--- src/rtl/pix_inv_pkg.sv ---
// Package: shared constants for the dual-pixel inverter.
// Assumes a single control word decoded at word index CTRL_WORD.
package pix_inv_pkg;
    localparam logic [1:0]  AXI_RESP_OKAY = 2'b00;
    localparam int unsigned CTRL_WORD     = 0;
    localparam int unsigned BYTE_W        = 8;
endpackage

--- src/rtl/pix_inv_lane.sv ---
// Module: pix_inv_lane
// Transforms one packed pixel. When en is high the result is K - pix,
// kept to PIX_W bits (wraps, no saturation); otherwise pix passes as is.
// Assumes: purely combinational, one instance per pixel in a beat.
module pix_inv_lane #(
    parameter int unsigned PIX_W   = 16,
    parameter int unsigned INV_VAL = 16384
) (
    input  logic             en,
    input  logic [PIX_W-1:0] pix_i,
    output logic [PIX_W-1:0] pix_o
);
    localparam logic [PIX_W-1:0] K = PIX_W'(INV_VAL);

    // Select inverted or original pixel.
    always_comb pix_o = en ? (K - pix_i) : pix_i;
endmodule

--- src/rtl/pix_inv_skid.sv ---
// Module: pix_inv_skid
// Two-entry registered stage between the datapath and the output stream.
// in_ready is a flop: it drops only when both the output and skid
// registers hold beats. Assumes in_data is already processed.
module pix_inv_skid #(
    parameter int unsigned W = 44
) (
    input  logic         clk,
    input  logic         rst_n,
    input  logic         in_valid,
    output logic         in_ready,
    input  logic [W-1:0] in_data,
    output logic         out_valid,
    input  logic         out_ready,
    output logic [W-1:0] out_data
);
    logic         o_valid_q, sk_valid_q;
    logic [W-1:0] o_data_q, sk_data_q;
    logic         out_free, in_fire;

    // Output stage can take a beat this edge.
    always_comb out_free = !o_valid_q || out_ready;
    // Input handshake.
    always_comb in_fire  = in_valid && !sk_valid_q;

    // Move beats: skid first, then fresh input; park input when blocked.
    always_ff @(posedge clk) begin
        if (!rst_n) begin
            o_valid_q  <= 1'b0;
            sk_valid_q <= 1'b0;
            o_data_q   <= '0;
            sk_data_q  <= '0;
        end else if (out_free) begin
            if (sk_valid_q) begin
                o_data_q   <= sk_data_q;
                o_valid_q  <= 1'b1;
                sk_valid_q <= 1'b0;
            end else if (in_fire) begin
                o_data_q  <= in_data;
                o_valid_q <= 1'b1;
            end else begin
                o_valid_q <= 1'b0;
            end
        end else if (in_fire) begin
            sk_data_q  <= in_data;
            sk_valid_q <= 1'b1;
        end
    end

    assign in_ready  = !sk_valid_q;
    assign out_valid = o_valid_q;
    assign out_data  = o_data_q;

    // Stalled output must hold its beat.
    assert_hold_R5: assert property (@(posedge clk) disable iff (!rst_n)
        (out_valid && !out_ready) |=> (out_valid && $stable(out_data)));

    // Skid fills only when the output was blocked.
    assert_skid_fill_R6: assert property (@(posedge clk) disable iff (!rst_n)
        $rose(sk_valid_q) |-> $past(o_valid_q && !out_ready));

    // A held skid beat always has an occupied output in front of it.
    assert_order_R5: assert property (@(posedge clk) disable iff (!rst_n)
        sk_valid_q |-> out_valid);
endmodule

--- src/rtl/pix_inv_regs.sv ---
// Module: pix_inv_regs
// AXI4-Lite slave holding one control word at word CTRL_WORD.
// Write accepted when address and data are both valid and no response
// is pending. Other offsets: writes dropped, reads return 0. All OKAY.
module pix_inv_regs #(
    parameter int unsigned ADDR_W = 4,
    parameter int unsigned REG_W  = 32
) (
    input  logic                clk,
    input  logic                rst_n,
    input  logic [ADDR_W-1:0]   awaddr,
    input  logic                awvalid,
    output logic                awready,
    input  logic [REG_W-1:0]    wdata,
    input  logic [REG_W/8-1:0]  wstrb,
    input  logic                wvalid,
    output logic                wready,
    output logic [1:0]          bresp,
    output logic                bvalid,
    input  logic                bready,
    input  logic [ADDR_W-1:0]   araddr,
    input  logic                arvalid,
    output logic                arready,
    output logic [REG_W-1:0]    rdata,
    output logic [1:0]          rresp,
    output logic                rvalid,
    input  logic                rready,
    output logic [REG_W-1:0]    ctrl_o
);
    import pix_inv_pkg::*;
    localparam int unsigned STRB_W   = REG_W / BYTE_W;
    localparam int unsigned WORD_LSB = $clog2(STRB_W);

    logic [REG_W-1:0] ctrl_q, ctrl_d, rdata_q;
    logic             bvalid_q, rvalid_q;
    logic             wr_fire, rd_fire, aw_hit, ar_hit;

    // Handshakes and address decode.
    always_comb begin
        wr_fire = awvalid && wvalid && !bvalid_q;
        rd_fire = arvalid && !rvalid_q;
        aw_hit  = (awaddr >> WORD_LSB) == ADDR_W'(CTRL_WORD);
        ar_hit  = (araddr >> WORD_LSB) == ADDR_W'(CTRL_WORD);
    end

    // Next control word, merged byte by byte under the strobes.
    always_comb begin
        ctrl_d = ctrl_q;
        for (int b = 0; b < STRB_W; b++) begin
            if (wr_fire && aw_hit && wstrb[b])
                ctrl_d[b*BYTE_W +: BYTE_W] = wdata[b*BYTE_W +: BYTE_W];
        end
    end

    // Control register.
    always_ff @(posedge clk) begin
        if (!rst_n) ctrl_q <= '0;
        else        ctrl_q <= ctrl_d;
    end

    // Write response channel.
    always_ff @(posedge clk) begin
        if (!rst_n)       bvalid_q <= 1'b0;
        else if (wr_fire) bvalid_q <= 1'b1;
        else if (bready)  bvalid_q <= 1'b0;
    end

    // Read data channel.
    always_ff @(posedge clk) begin
        if (!rst_n) begin
            rvalid_q <= 1'b0;
            rdata_q  <= '0;
        end else if (rd_fire) begin
            rvalid_q <= 1'b1;
            rdata_q  <= ar_hit ? ctrl_q : '0;
        end else if (rready) begin
            rvalid_q <= 1'b0;
        end
    end

    assign awready = wr_fire;
    assign wready  = wr_fire;
    assign bvalid  = bvalid_q;
    assign bresp   = AXI_RESP_OKAY;
    assign arready = !rvalid_q;
    assign rvalid  = rvalid_q;
    assign rdata   = rdata_q;
    assign rresp   = AXI_RESP_OKAY;
    assign ctrl_o  = ctrl_q;

    // Response valids hold until taken.
    assert_bvalid_hold_R10: assert property (@(posedge clk) disable iff (!rst_n)
        (bvalid && !bready) |=> bvalid);
    assert_rvalid_hold_R10: assert property (@(posedge clk) disable iff (!rst_n)
        (rvalid && !rready) |=> (rvalid && $stable(rdata)));
    // No write handshake means no change to the control word.
    assert_ctrl_stable_R8: assert property (@(posedge clk) disable iff (!rst_n)
        !(awvalid && awready) |=> $stable(ctrl_o));
    // A write to another offset leaves the control word alone.
    assert_miss_ignored_R9: assert property (@(posedge clk) disable iff (!rst_n)
        (awvalid && awready && (awaddr >> WORD_LSB) != ADDR_W'(CTRL_WORD)) |=> $stable(ctrl_o));
endmodule

--- src/rtl/pix_invert_axis.sv ---
// Module: pix_invert_axis (top)
// Stream filter: NPIX packed pixels per beat, each optionally replaced by
// INV_VAL - pixel when the control word equals 1. Sideband copied.
// The mode is applied at input acceptance; results are registered in a
// two-entry output stage. Assumes synchronous active-low reset.
module pix_invert_axis #(
    parameter int unsigned PIX_W       = 16,
    parameter int unsigned NPIX        = 2,
    parameter int unsigned USER_W      = 1,
    parameter int unsigned ID_W        = 1,
    parameter int unsigned DEST_W      = 1,
    parameter int unsigned AXIL_ADDR_W = 4,
    parameter int unsigned AXIL_DATA_W = 32,
    parameter int unsigned INV_VAL     = 16384
) (
    input  logic                       clk,
    input  logic                       rst_n,
    input  logic [AXIL_ADDR_W-1:0]     s_axil_awaddr,
    input  logic                       s_axil_awvalid,
    output logic                       s_axil_awready,
    input  logic [AXIL_DATA_W-1:0]     s_axil_wdata,
    input  logic [AXIL_DATA_W/8-1:0]   s_axil_wstrb,
    input  logic                       s_axil_wvalid,
    output logic                       s_axil_wready,
    output logic [1:0]                 s_axil_bresp,
    output logic                       s_axil_bvalid,
    input  logic                       s_axil_bready,
    input  logic [AXIL_ADDR_W-1:0]     s_axil_araddr,
    input  logic                       s_axil_arvalid,
    output logic                       s_axil_arready,
    output logic [AXIL_DATA_W-1:0]     s_axil_rdata,
    output logic [1:0]                 s_axil_rresp,
    output logic                       s_axil_rvalid,
    input  logic                       s_axil_rready,
    input  logic [PIX_W*NPIX-1:0]      s_axis_tdata,
    input  logic [PIX_W*NPIX/8-1:0]    s_axis_tkeep,
    input  logic [PIX_W*NPIX/8-1:0]    s_axis_tstrb,
    input  logic [USER_W-1:0]          s_axis_tuser,
    input  logic [ID_W-1:0]            s_axis_tid,
    input  logic [DEST_W-1:0]          s_axis_tdest,
    input  logic                       s_axis_tlast,
    input  logic                       s_axis_tvalid,
    output logic                       s_axis_tready,
    output logic [PIX_W*NPIX-1:0]      m_axis_tdata,
    output logic [PIX_W*NPIX/8-1:0]    m_axis_tkeep,
    output logic [PIX_W*NPIX/8-1:0]    m_axis_tstrb,
    output logic [USER_W-1:0]          m_axis_tuser,
    output logic [ID_W-1:0]            m_axis_tid,
    output logic [DEST_W-1:0]          m_axis_tdest,
    output logic                       m_axis_tlast,
    output logic                       m_axis_tvalid,
    input  logic                       m_axis_tready
);
    localparam int unsigned DATA_W = PIX_W * NPIX;
    localparam int unsigned KEEP_W = DATA_W / 8;
    localparam int unsigned SIDE_W = 2*KEEP_W + USER_W + ID_W + DEST_W + 1;
    localparam int unsigned PAY_W  = DATA_W + SIDE_W;

    logic [AXIL_DATA_W-1:0] ctrl;
    logic                   inv_en;
    logic [DATA_W-1:0]      proc_data;
    logic [PAY_W-1:0]       pay_in, pay_out;
    logic [SIDE_W-1:0]      side_in;

    pix_inv_regs #(.ADDR_W(AXIL_ADDR_W), .REG_W(AXIL_DATA_W)) u_regs (
        .clk     (clk),
        .rst_n   (rst_n),
        .awaddr  (s_axil_awaddr),
        .awvalid (s_axil_awvalid),
        .awready (s_axil_awready),
        .wdata   (s_axil_wdata),
        .wstrb   (s_axil_wstrb),
        .wvalid  (s_axil_wvalid),
        .wready  (s_axil_wready),
        .bresp   (s_axil_bresp),
        .bvalid  (s_axil_bvalid),
        .bready  (s_axil_bready),
        .araddr  (s_axil_araddr),
        .arvalid (s_axil_arvalid),
        .arready (s_axil_arready),
        .rdata   (s_axil_rdata),
        .rresp   (s_axil_rresp),
        .rvalid  (s_axil_rvalid),
        .rready  (s_axil_rready),
        .ctrl_o  (ctrl)
    );

    // Invert only on an exact match with 1.
    always_comb inv_en = (ctrl == AXIL_DATA_W'(1));

    // One lane per packed pixel.
    for (genvar p = 0; p < NPIX; p++) begin : g_lane
        pix_inv_lane #(.PIX_W(PIX_W), .INV_VAL(INV_VAL)) u_lane (
            .en    (inv_en),
            .pix_i (s_axis_tdata[p*PIX_W +: PIX_W]),
            .pix_o (proc_data[p*PIX_W +: PIX_W])
        );
    end

    // Pack processed data with untouched sideband.
    always_comb begin
        side_in = {s_axis_tkeep, s_axis_tstrb, s_axis_tuser,
                   s_axis_tid, s_axis_tdest, s_axis_tlast};
        pay_in  = {proc_data, side_in};
    end

    pix_inv_skid #(.W(PAY_W)) u_skid (
        .clk       (clk),
        .rst_n     (rst_n),
        .in_valid  (s_axis_tvalid),
        .in_ready  (s_axis_tready),
        .in_data   (pay_in),
        .out_valid (m_axis_tvalid),
        .out_ready (m_axis_tready),
        .out_data  (pay_out)
    );

    assign {m_axis_tdata, m_axis_tkeep, m_axis_tstrb, m_axis_tuser,
            m_axis_tid, m_axis_tdest, m_axis_tlast} = pay_out;

    // Beat reaches an idle or draining output one cycle after acceptance.
    assert_latency_R6: assert property (@(posedge clk) disable iff (!rst_n)
        (s_axis_tvalid && s_axis_tready && (!m_axis_tvalid || m_axis_tready))
        |=> m_axis_tvalid);

    // Sideband forwarded with the beat.
    assert_side_fwd_R4: assert property (@(posedge clk) disable iff (!rst_n)
        (s_axis_tvalid && s_axis_tready && (!m_axis_tvalid || m_axis_tready))
        |=> (m_axis_tlast == $past(s_axis_tlast) && m_axis_tuser == $past(s_axis_tuser)
             && m_axis_tid == $past(s_axis_tid) && m_axis_tdest == $past(s_axis_tdest)
             && m_axis_tkeep == $past(s_axis_tkeep) && m_axis_tstrb == $past(s_axis_tstrb)));

    // Inverted low pixel plus original sums to the constant.
    assert_inv_sum_R2: assert property (@(posedge clk) disable iff (!rst_n)
        (s_axis_tvalid && s_axis_tready && (!m_axis_tvalid || m_axis_tready) && inv_en)
        |=> (PIX_W'(m_axis_tdata[PIX_W-1:0] + $past(s_axis_tdata[PIX_W-1:0]))
             == PIX_W'(INV_VAL)));

    // Pass-through mode copies data exactly.
    assert_pass_exact_R3: assert property (@(posedge clk) disable iff (!rst_n)
        (s_axis_tvalid && s_axis_tready && (!m_axis_tvalid || m_axis_tready) && !inv_en)
        |=> (m_axis_tdata == $past(s_axis_tdata)));
endmodule

--- config.mk ---
export PLATFORM = sky130hd
export DESIGN_NAME = pix_invert_axis
export DESIGN_NICKNAME = d
export VERILOG_FILES = /design/src/rtl/pix_inv_pkg.sv /design/src/rtl/pix_inv_lane.sv /design/src/rtl/pix_inv_skid.sv /design/src/rtl/pix_inv_regs.sv /design/src/rtl/pix_invert_axis.sv
export SDC_FILE = /design/constraint.sdc
export NUM_CORES = 1
export LEC_CHECK = 0
export BUFFER_PORTS_ARGS = -buffer_cell sky130_fd_sc_hd__clkbuf_2
export CAP_MARGIN = 20
export CORE_MARGIN = 5
export CORE_UTILIZATION = 47
export CTS_CLUSTER_SIZE = 25
export DETAILED_ROUTE_END_ITERATION = 6
export GPL_TIMING_DRIVEN = 0
export PLACE_DENSITY = 0.87
export RECOVER_POWER = 100
export SYNTH_ARGS = -nofsm -noshare
export SYNTH_HDL_FRONTEND = slang
export SYNTH_SLANG_ARGS = --single-unit
--- constraint.sdc ---
create_clock -name clk -period 2 [get_ports clk]
set_input_delay 0.4 -clock clk [delete_from_list [all_inputs] [get_ports clk]]
set_output_delay 0.4 -clock clk [all_outputs]
set_load 0.02 [all_outputs]
* After elaboration in Yosys (flattened, before gate mapping)
Index checks and enable logic that the tools add are counted.
** Storage, ports and cells
- Flip-flop bits (word level) :: 156
- Memory bits (read-only) :: 0
- Memory bits (writable) :: 0
- Memories kept :: 0
- Logic and storage cells :: 49
- Latch bits :: 0
- Input port bits :: 97
** Operators by class
- Eq/ne operators :: 1
- Shifts and indexed selects :: 0
- Multiply operators :: 0
- Divide/modulo/power cells :: 0
- $lt $le $gt $ge :: 0
- $add $sub $neg :: 2
- Reduce and logical (&&, ||, !) cells :: 22
- Bitwise logic cells :: 2
- Multiplexer cells :: 11
** Operator list (count)
- 44-bit two-way mux :: 2
- 32-bit by 1-bit equality test with 1-bit output (second input constant) :: 1
- 16-bit two-way mux :: 2
- 32-bit two-way mux :: 1
- 15-bit by 16-bit subtractor with 16-bit output (first input constant) :: 2
- 1-bit logical AND :: 9
- 4-bit zero test :: 2
- 1-bit two-way mux :: 6
- 2-bit nonzero test :: 3
- 1-bit zero test :: 4
- 2-bit AND reduction :: 2
- 1-bit NOT :: 2
- 2-bit OR reduction :: 1
- 1-bit logical OR :: 1

* Longest topological paths before layout
Gate-level depths: netlist of the first run.
- Word-level depth :: 4
- Depth in mapped cells :: 7
- Gate-level depth less buffers :: 7

* By module
A second synthesis of the first run with hierarchy kept.
** Second synthesis, totals
- Cell total of the unflattened synthesis :: 776
- Area total of the unflattened synthesis :: 7236.9 um^2
** Modules (own cells, without submodules)
- pix_inv_skid :: cells each 404, times used 1, area an instance 3848.7 um^2, seq. area each 1801.7 um^2
- pix_inv_regs :: cells each 269, times used 1, area an instance 2625.0 um^2, seq. area each 1321.3 um^2
- pix_inv_lane :: cells each 46, times used 2, area an instance 331.6 um^2, seq. area each 0.0 um^2
- pix_invert_axis :: cells each 11, times used 1, area an instance 100.1 um^2, seq. area each 0.0 um^2

* Worst setup path before layout of the first run
Ideal clock, no wire load.
- Path type :: in2reg
- Start point :: input s_axis_tdata[9]
- End point :: register u_skid.o_data_q[26], in the netlist u_skid.out_data[26]
- Setup slack :: -0.099 ns
- Data arrival time :: 1.965 ns
- Buffers on the path :: 0
- Cell stages on the path :: 5
- Cells stage by stage :: or4_4 or4_1 or3_1 xor2_1 o22ai_1
** Between the ends
- Cells in the longest elaborated chain, start to end :: 4
** Ends and longest elaborated chain
- start: declaration :: line pix_invert_axis.sv:35 : input logic [PIX_W*NPIX-1:0] s_axis_tdata,
- 15-bit by 16-bit subtractor with 16-bit output :: line pix_inv_lane.sv:16 : always_comb pix_o = en ? (K - pix_i) : pix_i;
- 16-bit two-way mux :: line pix_inv_lane.sv:16
- 44-bit two-way mux :: line pix_inv_skid.sv:38 : end else if (in_fire) begin
- 44-bit two-way mux :: line pix_inv_skid.sv:34 : if (sk_valid_q) begin
- end signal: assignment :: line pix_inv_skid.sv:35 : o_data_q <= sk_data_q;
- end signal: assignment :: line pix_inv_skid.sv:39 : o_data_q <= in_data;
- end: declaration :: line pix_inv_skid.sv:18 : logic [W-1:0] o_data_q, sk_data_q;
Every way passes these cells. The select of a mux whose other input is x is not followed.
A chain may end at the register's enable or synchronous reset.

* Worst setup path after layout of the first run
- Start point :: register u_regs.ctrl_q[13], in the netlist u_regs.ctrl_o[13]
- End point :: register u_skid.o_data_q[26], in the netlist u_skid.out_data[26]
** Between the ends
- Cells in the longest elaborated chain, start to end :: 4
** Ends and longest elaborated chain
- start: declaration :: line pix_inv_regs.sv:34 : logic [REG_W-1:0] ctrl_q, ctrl_d, rdata_q;
- start signal: assignment :: line pix_inv_regs.sv:58 : else ctrl_q <= ctrl_d;
- 32-bit by 1-bit equality test with 1-bit output :: line pix_invert_axis.sv:89 : always_comb inv_en = (ctrl == AXIL_DATA_W'(1));
- 16-bit two-way mux :: line pix_inv_lane.sv:16
- 44-bit two-way mux :: line pix_inv_skid.sv:38
- 44-bit two-way mux :: line pix_inv_skid.sv:34
Every way passes these cells. The select of a mux whose other input is x is not followed.

==> results_dict.tcl, run 1 <==
set metrics [dict create \
    hold_class "input port to flop" \
    io_buffers 171 \
    crit_path_start "u_regs.ctrl_o[13]" \
    dpl_cell_area_um2 7440 \
    area_growth_pct 36.6 \
    violations "negative setup slack" \
    fin_crit_sh_pct 110 \
    yosysMostFrequentCell "dfxtp_1" \
    wl_um 21300 \
    drt_iter0_markers 675 \
    core_area_um2 13200 \
    finalInstanceArea_um2 8670 \
    slowest_stage "or4_4" \
    detail_route.vias_per_cell 5.85 \
    cts_max_path_buffers 2 \
    ioPinCount 184 \
    crit_required_ns 2.29 \
    antenna_found_initial 0 \
    min_from "s_axil_rready" \
    status "complete, but fails checks" \
    finalCriticalPeriod_ns 2.20 \
    cp_cell_sequence "nor4_4 -> nand2_2 -> or4_4 -> or3_4 -> xor2_4 -> o22ai_1" \
    path_max_fanout 3 \
    cp-end-kind "flop" \
    wire_per_inst_um 18.7 \
    finalSetupViolCount 39 \
    dp_cells 1098 \
    diodes 0 \
    first_pass_iters 5 \
    synth_top_cell_area_share_pct 49.2 \
    die_width_um 126 \
    multi_input_area_um2 3460 \
    finalHoldViolCount 0 \
    clock.fmax_mhz 455 \
    syn_area_um2 6350 \
    fin_util_pct 65.5 \
    cp_num_buf_inv 0 \
    ys_seq_area_share_pct 49.2 \
    power.switching_mw 1.94 \
    synth_edf_count 0 \
    synth_ff_type "dfxtp_1" \
    drv_cap 0 \
    power.leakage_nw 3.43 \
    ys_ff_latch 156 \
    synth_common_cells "dfxtp_1, a21oi_1, nand2_1" \
    rsz0062_at_grt "true" \
    crit_arrival_ns 2.49 \
    gp_congestion 0.911 \
    layout.cells.non_filler 1142 \
    grt_pass1_wl_um 31900 \
    max_stage_delay_ns 0.61 \
    grtUsageTotal_pct 24.6 \
    grt_max_degree 17 \
    fin_skew_ns 0.0142 \
    postRouteAntennaNets 0 \
    initial_core_util_pct 47.9 \
    p_seq_share_pct 46.1 \
    worstSetupPathType "flop to flop" \
    swShare_pct 27.2 \
    report.power.total_mw 7.14 \
    worst_slack_ns -0.196 \
    ir_drop_mv 0.502 \
    clock_latency_ns 0.43 \
    fill_cells 1048 \
    die_area_um2 15900 \
    root_buffer "clkbuf_16" \
    route.detailed.drc 0 \
    maxSlewViolCount 0 \
    synthCells 748 \
    cts_tree "built" \
    tightest_slew_ns 0.797 \
    cts_hold_buf 0 \
    p_int_mw 5.20 \
    path_clk_slew_ns 0.06 \
    relSlewSlack_pct 46.9 \
    synth_area_per_cell_um2 8.49 \
    synthArstFlopShare_pct 0 \
    gr-total-overflow 0 \
    htree_num_levels 4 \
    yosys_warnings 0 \
    powerDensity_nw_per_um2 823 \
    cts_sinks 156 \
    cp-start-kind "flop" \
    synthTopCellsByArea "dfxtp_1, a21oi_1, nand2_1" \
    nNetsFinal 1052 \
    numCtsBuffers 17 \
    dp_hpwl_um 14300 \
    fp.dieH_um 126 \
    combPwrFrac_pct 11.8 \
    yosysTopAreaCell "dfxtp_1" \
    crit_family "simple AND/OR/NAND/NOR gates" \
    regArea_um2 3140 \
    vias 6679 \
    layout-drive-gt1-share_pct 32.0 \
    rr_startpoint "u_regs.ctrl_o[13]" \
    ys_types 41 \
    clockPowerShare_pct 42.1 \
    rows 42 \
    grt_pass1_vias 6432 \
]
[logic make-up (layout without fill, tap and decap cells)]
logic type,after synthesis,after routing,synth area share [%]
muxes,17,17,2.74
AOI/OAI and AO/OA,232,232,21.7
other,1,4,0.0591
DFF,156,156,49.2
adders and majority gates,2,2,0.394
and+or+nand+nor,242,242,17.6
buffers and inverters,70,285,4.47
xor gates and xnor gates,28,28,3.86
[stage by stage]
step | TNS, ns | setup slack, ns | hold WS (ns)
6_report | -2.59 | -0.196 | 0.146
5_1_grt | -7.43 | -0.283 | 0.140
4_1_cts | -1.12 | -0.193 | 0.131
3_5_place_dp | -39.21 | -0.648 | 0.446
3_3_place_gp | -35.44 | -0.628 | 0.442
2_1_floorplan | -0.236 | -0.0987 | 0.436
[cell usage in the layout, fill, tap and decap left out, drive strengths merged, types with 5 or more instances in the layout]
cell / n
a21oi: 97
xor2: 24
nor2: 59
o22ai: 21
nand2: 89
o21ai: 44
inv: 10
or4: 6
or3: 5
a22oi: 32
clkinv: 7
buf: 22
and3: 22
o31ai: 6
mux2i: 14
clkbuf: 243
nor4: 10
nand3: 40
a211oi: 15
dfxtp: 156
[routing by layer]
metal | share of wire, % | wire length (um) | track usage (%) | vias to the layer above
li1 | - | - | - | 3076
met1 | 38 | 8180 | 29.4 | 3145
met2 | 50 | 10600 | 41.4 | 387
met3 | 8.8 | 1890 | 7.87 | 71
met4 | 3.1 | 658 | 9.34 | 0
met5 | 0 | 0 | 0 | -
[area by class of cell]
cell class	instances	share of cell area [%]
tap	176	2.54
timing repair buffer	185	11.6
multi-input combinational	525	39.9
buffer	60	3.04
inverter	8	0.346
sequential	156	36.2
clock inverter	12	1.04
clock buffer	20	5.38
[sequential cells by signal, summed over array words and instances (netlist names)]
register and cells:
u_regs.bvalid 1, u_regs.ctrl_o 32, u_skid.sk_data_q 44, u_skid.out_valid 1, u_skid.out_data 44, u_regs.rdata 32, u_regs.rvalid 1, u_skid.sk_valid_q 1
[power groups by stage]
stage	Clock (mW)	Combinational (mW)	Sequential, mW
final	3.00	0.845	3.29
after global routing	3.18	0.908	3.30
after CTS	3.03	0.781	3.29
after detailed placement	0	0.748	3.35
after global placement	0	0.735	3.35
after floorplan	0	0.347	3.43
[path summary, 6_finish.rpt]
kind | slack [ns] | cells past startpoint | endpoint
max | -0.20 | 6 | u_skid.out_data[26]
min | 0.15 | 2 | u_regs.rvalid
max reg2reg | -0.20 | 6 | u_skid.out_data[26]
min reg2reg | 0.45 | 2 | u_skid.sk_data_q[10]
[repair_timing]
action / CTS / global route
endpoints found under the setup margin: 110 / 98
buffers inserted: 10 / 3
gates cloned: 1 / 1
gates resized for setup: 54 / 74
pin swaps: 33 / 54
(Power assumes the default switching activity.)
==> inputs of run 2 (changes only) <==
- BUFFER_PORTS_ARGS: -buffer_cell sky130_fd_sc_hd__clkbuf_2 -> unset
- CELL_PAD_IN_SITES_DETAIL_PLACEMENT: unset -> 1
- CELL_PAD_IN_SITES_GLOBAL_PLACEMENT: unset -> 1
- CORE_UTILIZATION: 47 -> 41
- DONT_BUFFER_PORTS: unset -> 1
- PLACE_DENSITY: 0.87 -> 0.85
==> run 2 against run 1 <==
Against the previous run:
- the flow still finishes with violations (negative setup slack)
- hold slack got worse by 0.080 ns
- clock power is 9.7% higher
- first-iteration DRC count decreased by 36%
- global-route usage is 0.34 points lower
- combinational power is 31% lower
- power is 1.8% higher
- highest routed layer unchanged
==> results_dict.tcl, run 2 (synthesis results as in run 1) <==
set metrics [dict create \
    dp_cells 939 \
    die_width_um 134 \
    fin_crit_sh_pct 113 \
    fin_setup_tns_ns -5.81 \
    report.power.total_mw 7.27 \
    layout.cells.non_filler 991 \
    rsz0062_at_grt "true" \
    grt_pass1_vias 6299 \
    clock_latency_ns 0.43 \
    maxSlewViolCount 0 \
    fin_skew_ns 0.00809 \
    core_area_um2 15200 \
    fill_cells 1729 \
    cts_max_path_buffers 2 \
    path_max_fanout 4 \
    multi_input_area_um2 3510 \
    max_stage_delay_ns 0.64 \
    status "complete, but fails checks" \
    powerDensity_nw_per_um2 906 \
    vias 6143 \
    numCtsBuffers 17 \
    dp_hpwl_um 15000 \
    rows 45 \
    tightest_slew_ns 0.795 \
    hold_class "input port to flop" \
    detail_route.vias_per_cell 6.20 \
    layout_common_cells "dfxtp_1, a21oi_1, nand2_1" \
    htree_num_levels 4 \
    diodes 0 \
    grt_pass1_wl_um 34600 \
    wire_per_inst_um 24.5 \
    ir_drop_mv 0.569 \
    fp.dieH_um 134 \
    cts_sinks 156 \
    worstSetupPathType "flop to flop" \
    die_area_um2 18100 \
    cp-end-kind "flop" \
    path_clk_slew_ns 0.06 \
    postRouteAntennaNets 0 \
    finalSetupViolCount 54 \
    cp_cell_sequence "nor4_4 -> nand2_2 -> or4_4 -> or3_4 -> xor2_2 -> o22ai_1" \
    relSlewSlack_pct 47.0 \
    drt_iter0_markers 431 \
    drv_cap 0 \
    worst_slack_ns -0.262 \
    slowest_stage "or4_4" \
    cp-start-kind "flop" \
    mostFrequentLayoutCell "dfxtp_1" \
    cp_num_buf_inv 0 \
    power.leakage_nw 2.81 \
    cts_tree "built" \
    io_buffers 0 \
    gr-total-overflow 0 \
    finalHoldViolCount 0 \
    grt_max_degree 17 \
    ioPinCount 184 \
    regArea_um2 3130 \
    route.detailed.drc 0 \
    grtUsageTotal_pct 24.3 \
    first_pass_iters 5 \
    crit_required_ns 2.28 \
    crit_arrival_ns 2.54 \
    crit_family "simple AND/OR/NAND/NOR gates" \
    finalCriticalPeriod_ns 2.26 \
    gp_congestion 0.818 \
    clock.fmax_mhz 442 \
    cts_hold_buf 0 \
    area_growth_pct 26.5 \
    initial_core_util_pct 41.8 \
    nNetsFinal 889 \
    root_buffer "clkbuf_16" \
    violations "negative setup slack" \
    antenna_found_initial 0 \
    layout-drive-gt1-share_pct 20.3 \
    fin_util_pct 52.8 \
    wl_um 24300 \
]
## run 2: cell types whose count changed in the layout (fill, tap and decap cells not counted), moves of 3 or more
cell      before  now
xor2_2         8   13
dfxtp_1      145  150
xor2_1        15   11
dfxtp_2       10    6
clkbuf_1      45   37
clkinv_4       4    1
clkbuf_2     178   17
buf_6          4   11
## run 2: power breakdown
part           leakage [nW]  internal, mW  total [mW]  switching (mW)
combinational          1.26         0.198       0.587           0.389
sequential             1.27          3.22        3.40           0.175
clock                 0.286          1.97        3.29            1.32
## run 2: area by class of cell
class                      instances  share of cell area [%]
multi-input combinational        525                    43.7
sequential                       156                    39.0
clock buffer                      23                    6.08
buffer                            60                    3.47
timing repair buffer              22                    3.07
tap                              188                    2.93
clock inverter                     9                    1.37
inverter                           8                   0.374
## run 2: path summary, 6_finish.rpt
| path | from | to | slack [ns] | cells past startpoint |
|---|---|---|---|---|
| worst max-delay path | u_regs.ctrl_o[6] | u_skid.out_data[26] | -0.26 | 6 |
| worst min-delay path | s_axil_rready | u_regs.rvalid | 0.07 | 1 |
| worst max register to register | u_regs.ctrl_o[6] | u_skid.out_data[26] | -0.26 | 6 |
| worst min register to register | u_skid.sk_data_q[10] | u_skid.sk_data_q[10] | 0.46 | 2 |
## run 2: stage by stage
step | hold WS, ns | cell area (um2) | setup WS [ns]
floorplan | 0.436 | 6370 | -0.0987
global placement | 0.442 | 6600 | -0.725
detailed placement | 0.449 | 6600 | -0.757
CTS | 0.0517 | 7590 | -0.182
global route | 0.0582 | 8030 | -0.322
finish | 0.0655 | 8030 | -0.262
## run 2: what timing repair did
| item | CTS | global route |
|---|---|---|
| hold endpoints to repair | 0 | 0 |
| gates cloned | 1 | 0 |
| resized for setup | 71 | 83 |
| buffers inserted | 13 | 9 |
| pin swaps | 57 | 55 |
| endpoints found under the setup margin | 150 | 113 |
## run 2: worst reg2reg max path, stage by stage, from the launching register on
cell	delay [ns]
dfxtp_2	0.33
nor4_4	0.30
nand2_2	0.11
or4_4	0.64
or3_4	0.43
xor2_2	0.20
o22ai_1	0.10
## run 2: routing by layer
metal / part of all wire (%) / up-vias / GRT usage, %
met5: 0 / - / 0
met4: 2.7 / 0 / 8.43
met3: 9.8 / 63 / 9.13
met2: 52 / 317 / 42.5
met1: 36 / 3017 / 27.1
li1: - / 2746 / -
==> inputs of run 3 (changes only) <==
- CORE_UTILIZATION: 41 -> 46
- PLACE_DENSITY: 0.85 -> 0.9
- clock period: 2 -> 2.47 ns (I/O delays scaled with it)
==> run 3 against run 2 <==
Against the previous run:
- the run now ends clean
- largest power group unchanged
- final cell count fell by 2.6%
- clock power fell by 23%
- wire length fell by 11%
- first-iteration DRC count fell by 15%
- power fell by 22%
- combinational power fell by 31%
- critical path depth did not move
- core utilization fell by 0.16 points
- worst setup slack improved by 0.33 ns
- via count fell by 3.4%
==> results_dict.tcl, run 3 (synthesis results as in run 1) <==
set metrics [dict create \
    layout_common_cells "dfxtp_1, a21oi_1, nand2_1" \
    fin_setup_tns_ns 0 \
    route.detailed.drc 0 \
    cts_hold_buf 0 \
    status "finished, final reports clean" \
    ir_drop_mv 0.340 \
    maxSlewViolCount 0 \
    tightest_slew_ns 0.807 \
    path_max_fanout 5 \
    clock.fmax_mhz 417 \
    ioPinCount 184 \
    power.leakage_nw 2.51 \
    gr-total-overflow 0 \
    min_path_cells 1 \
    r2r-end "u_skid.out_data[26]" \
    die_area_um2 16300 \
    worstHoldEndpoint "u_regs.rvalid" \
    rows 43 \
    rr_startpoint "u_regs.ctrl_o[1]" \
    nNetsFinal 871 \
    fin_skew_ns 0.00932 \
    cts_sinks 156 \
    cp-start-kind "flop" \
    root_buffer "clkbuf_16" \
    grt_max_degree 17 \
    cp_cell_sequence "nor4b_2 -> nand2_1 -> or4_4 -> or3_1 -> xor2_2 -> o22ai_1" \
    drv_cap 0 \
    initial_core_util_pct 46.3 \
    finalHoldViolCount 0 \
    diodes 0 \
    wire_per_inst_um 22.4 \
    worstSetupPathType "flop to flop" \
    finalSetupViolCount 0 \
    layout-drive-gt1-share_pct 7.01 \
    cts_max_path_buffers 2 \
    mostFrequentLayoutCell "dfxtp_1" \
    hold_class "input port to flop" \
    relSlewSlack_pct 46.2 \
    cp-end-kind "flop" \
    grt_pass1_wl_um 34100 \
    dp_hpwl_um 15800 \
    grtUsageTotal_pct 26.5 \
    cts_tree "built" \
    fp.dieH_um 127 \
    min_from "s_axil_rready" \
    antenna_found_initial 0 \
    drt_iter0_markers 366 \
    grt_pass1_vias 6549 \
    detail_route.vias_per_cell 6.15 \
    area_growth_pct 13.8 \
    crit_arrival_ns 2.68 \
    crit_required_ns 2.75 \
    wl_um 21700 \
    r2r_cells 6 \
    fin_util_pct 52.7 \
    fin_crit_sh_pct 97.1 \
    first_pass_iters 5 \
    path_clk_slew_ns 0.07 \
    cp_num_buf_inv 0 \
    core_area_um2 13700 \
    vias 5936 \
    io_buffers 0 \
    htree_num_levels 4 \
    crit_family "simple AND/OR/NAND/NOR gates" \
    rsz0062_at_grt "true" \
    clock_latency_ns 0.43 \
    max_stage_delay_ns 0.65 \
    r2r_slack_ns 0.07 \
    die_width_um 127 \
    numCtsBuffers 17 \
    powerDensity_nw_per_um2 788 \
    finalCriticalPeriod_ns 2.40 \
    slowest_stage "or4_4" \
    postRouteAntennaNets 0 \
    gp_congestion 0.881 \
]
-- run 3: cell count changes in the layout (fill, tap and decap cells not counted), moves of 7 or more --
| cell | previous run | this run |
|---|---|---|
| clkbuf_1 | 37 | 54 |
| clkbuf_2 | 17 | 0 |
| xor2_1 | 11 | 23 |
| xor2_2 | 13 | 1 |
| buf_6 | 11 | 0 |
| nand2_1 | 82 | 89 |
| o21ai_0 | 36 | 43 |
-- run 3: final cells by class --
| type | count | area, um2 |
|---|---|---|
| fillers | 1632 | 6490 |
| flip-flops and latches | 156 | 3120 |
| multi-input cells | 525 | 3000 |
| clock buffers | 19 | 443 |
| plain buffers | 62 | 253 |
| well taps | 180 | 225 |
| clock inverters | 13 | 133 |
| inverters | 8 | 30.0 |
| repair buffers | 2 | 15.0 |
-- run 3: how the worst max path moves through the flow --
stage,start,endpoint,cells past startpoint
after floorplan,s_axis_tdata[9],u_skid.out_data[26],5
after CTS,u_regs.ctrl_o[1],u_skid.out_data[26],6
after global routing,u_skid.out_valid,u_skid.sk_data_q[40],6
final,u_regs.ctrl_o[1],u_skid.out_data[26],6
after global placement,u_regs.ctrl_o[9],u_skid.out_data[29],7
after detailed placement,u_regs.ctrl_o[10],u_skid.out_data[13],7
-- run 3: report_power, final --
part	total, mW	switching [mW]	internal (mW)
logic	0.403	0.280	0.124
registers	2.75	0.140	2.61
clock network	2.54	1.11	1.44
total	5.70	1.53	4.17
-- run 3: per-stage QoR --
step	cell area, um2	setup slack, ns	cells	hold slack, ns	power [mW]
3_5_place_dp	6590	-0.183	931	0.447	3.19
3_3_place_gp	6590	-0.0770	931	0.442	3.16
4_1_cts	7190	0.0246	963	0.153	5.71
5_1_grt	7220	-0.0227	965	0.159	5.89
2_1_floorplan	6360	0.277	751	0.436	3.06
6_report	7220	0.0708	965	0.162	5.70
-- run 3: timing repair --
| action | in CTS | in global routing |
|---|---|---|
| pin swaps | 0 | 2 |
| gates resized for setup | 5 | 6 |
| setup buffers | 0 | 2 |
| endpoints found under the setup margin | 43 | 28 |
-- run 3: per-layer routing --
metal,track usage (%),routed length [um]
met3,10.8,2290
met5,0,0
met2,45.3,10700
met1,28.2,8020
met4,12.9,699
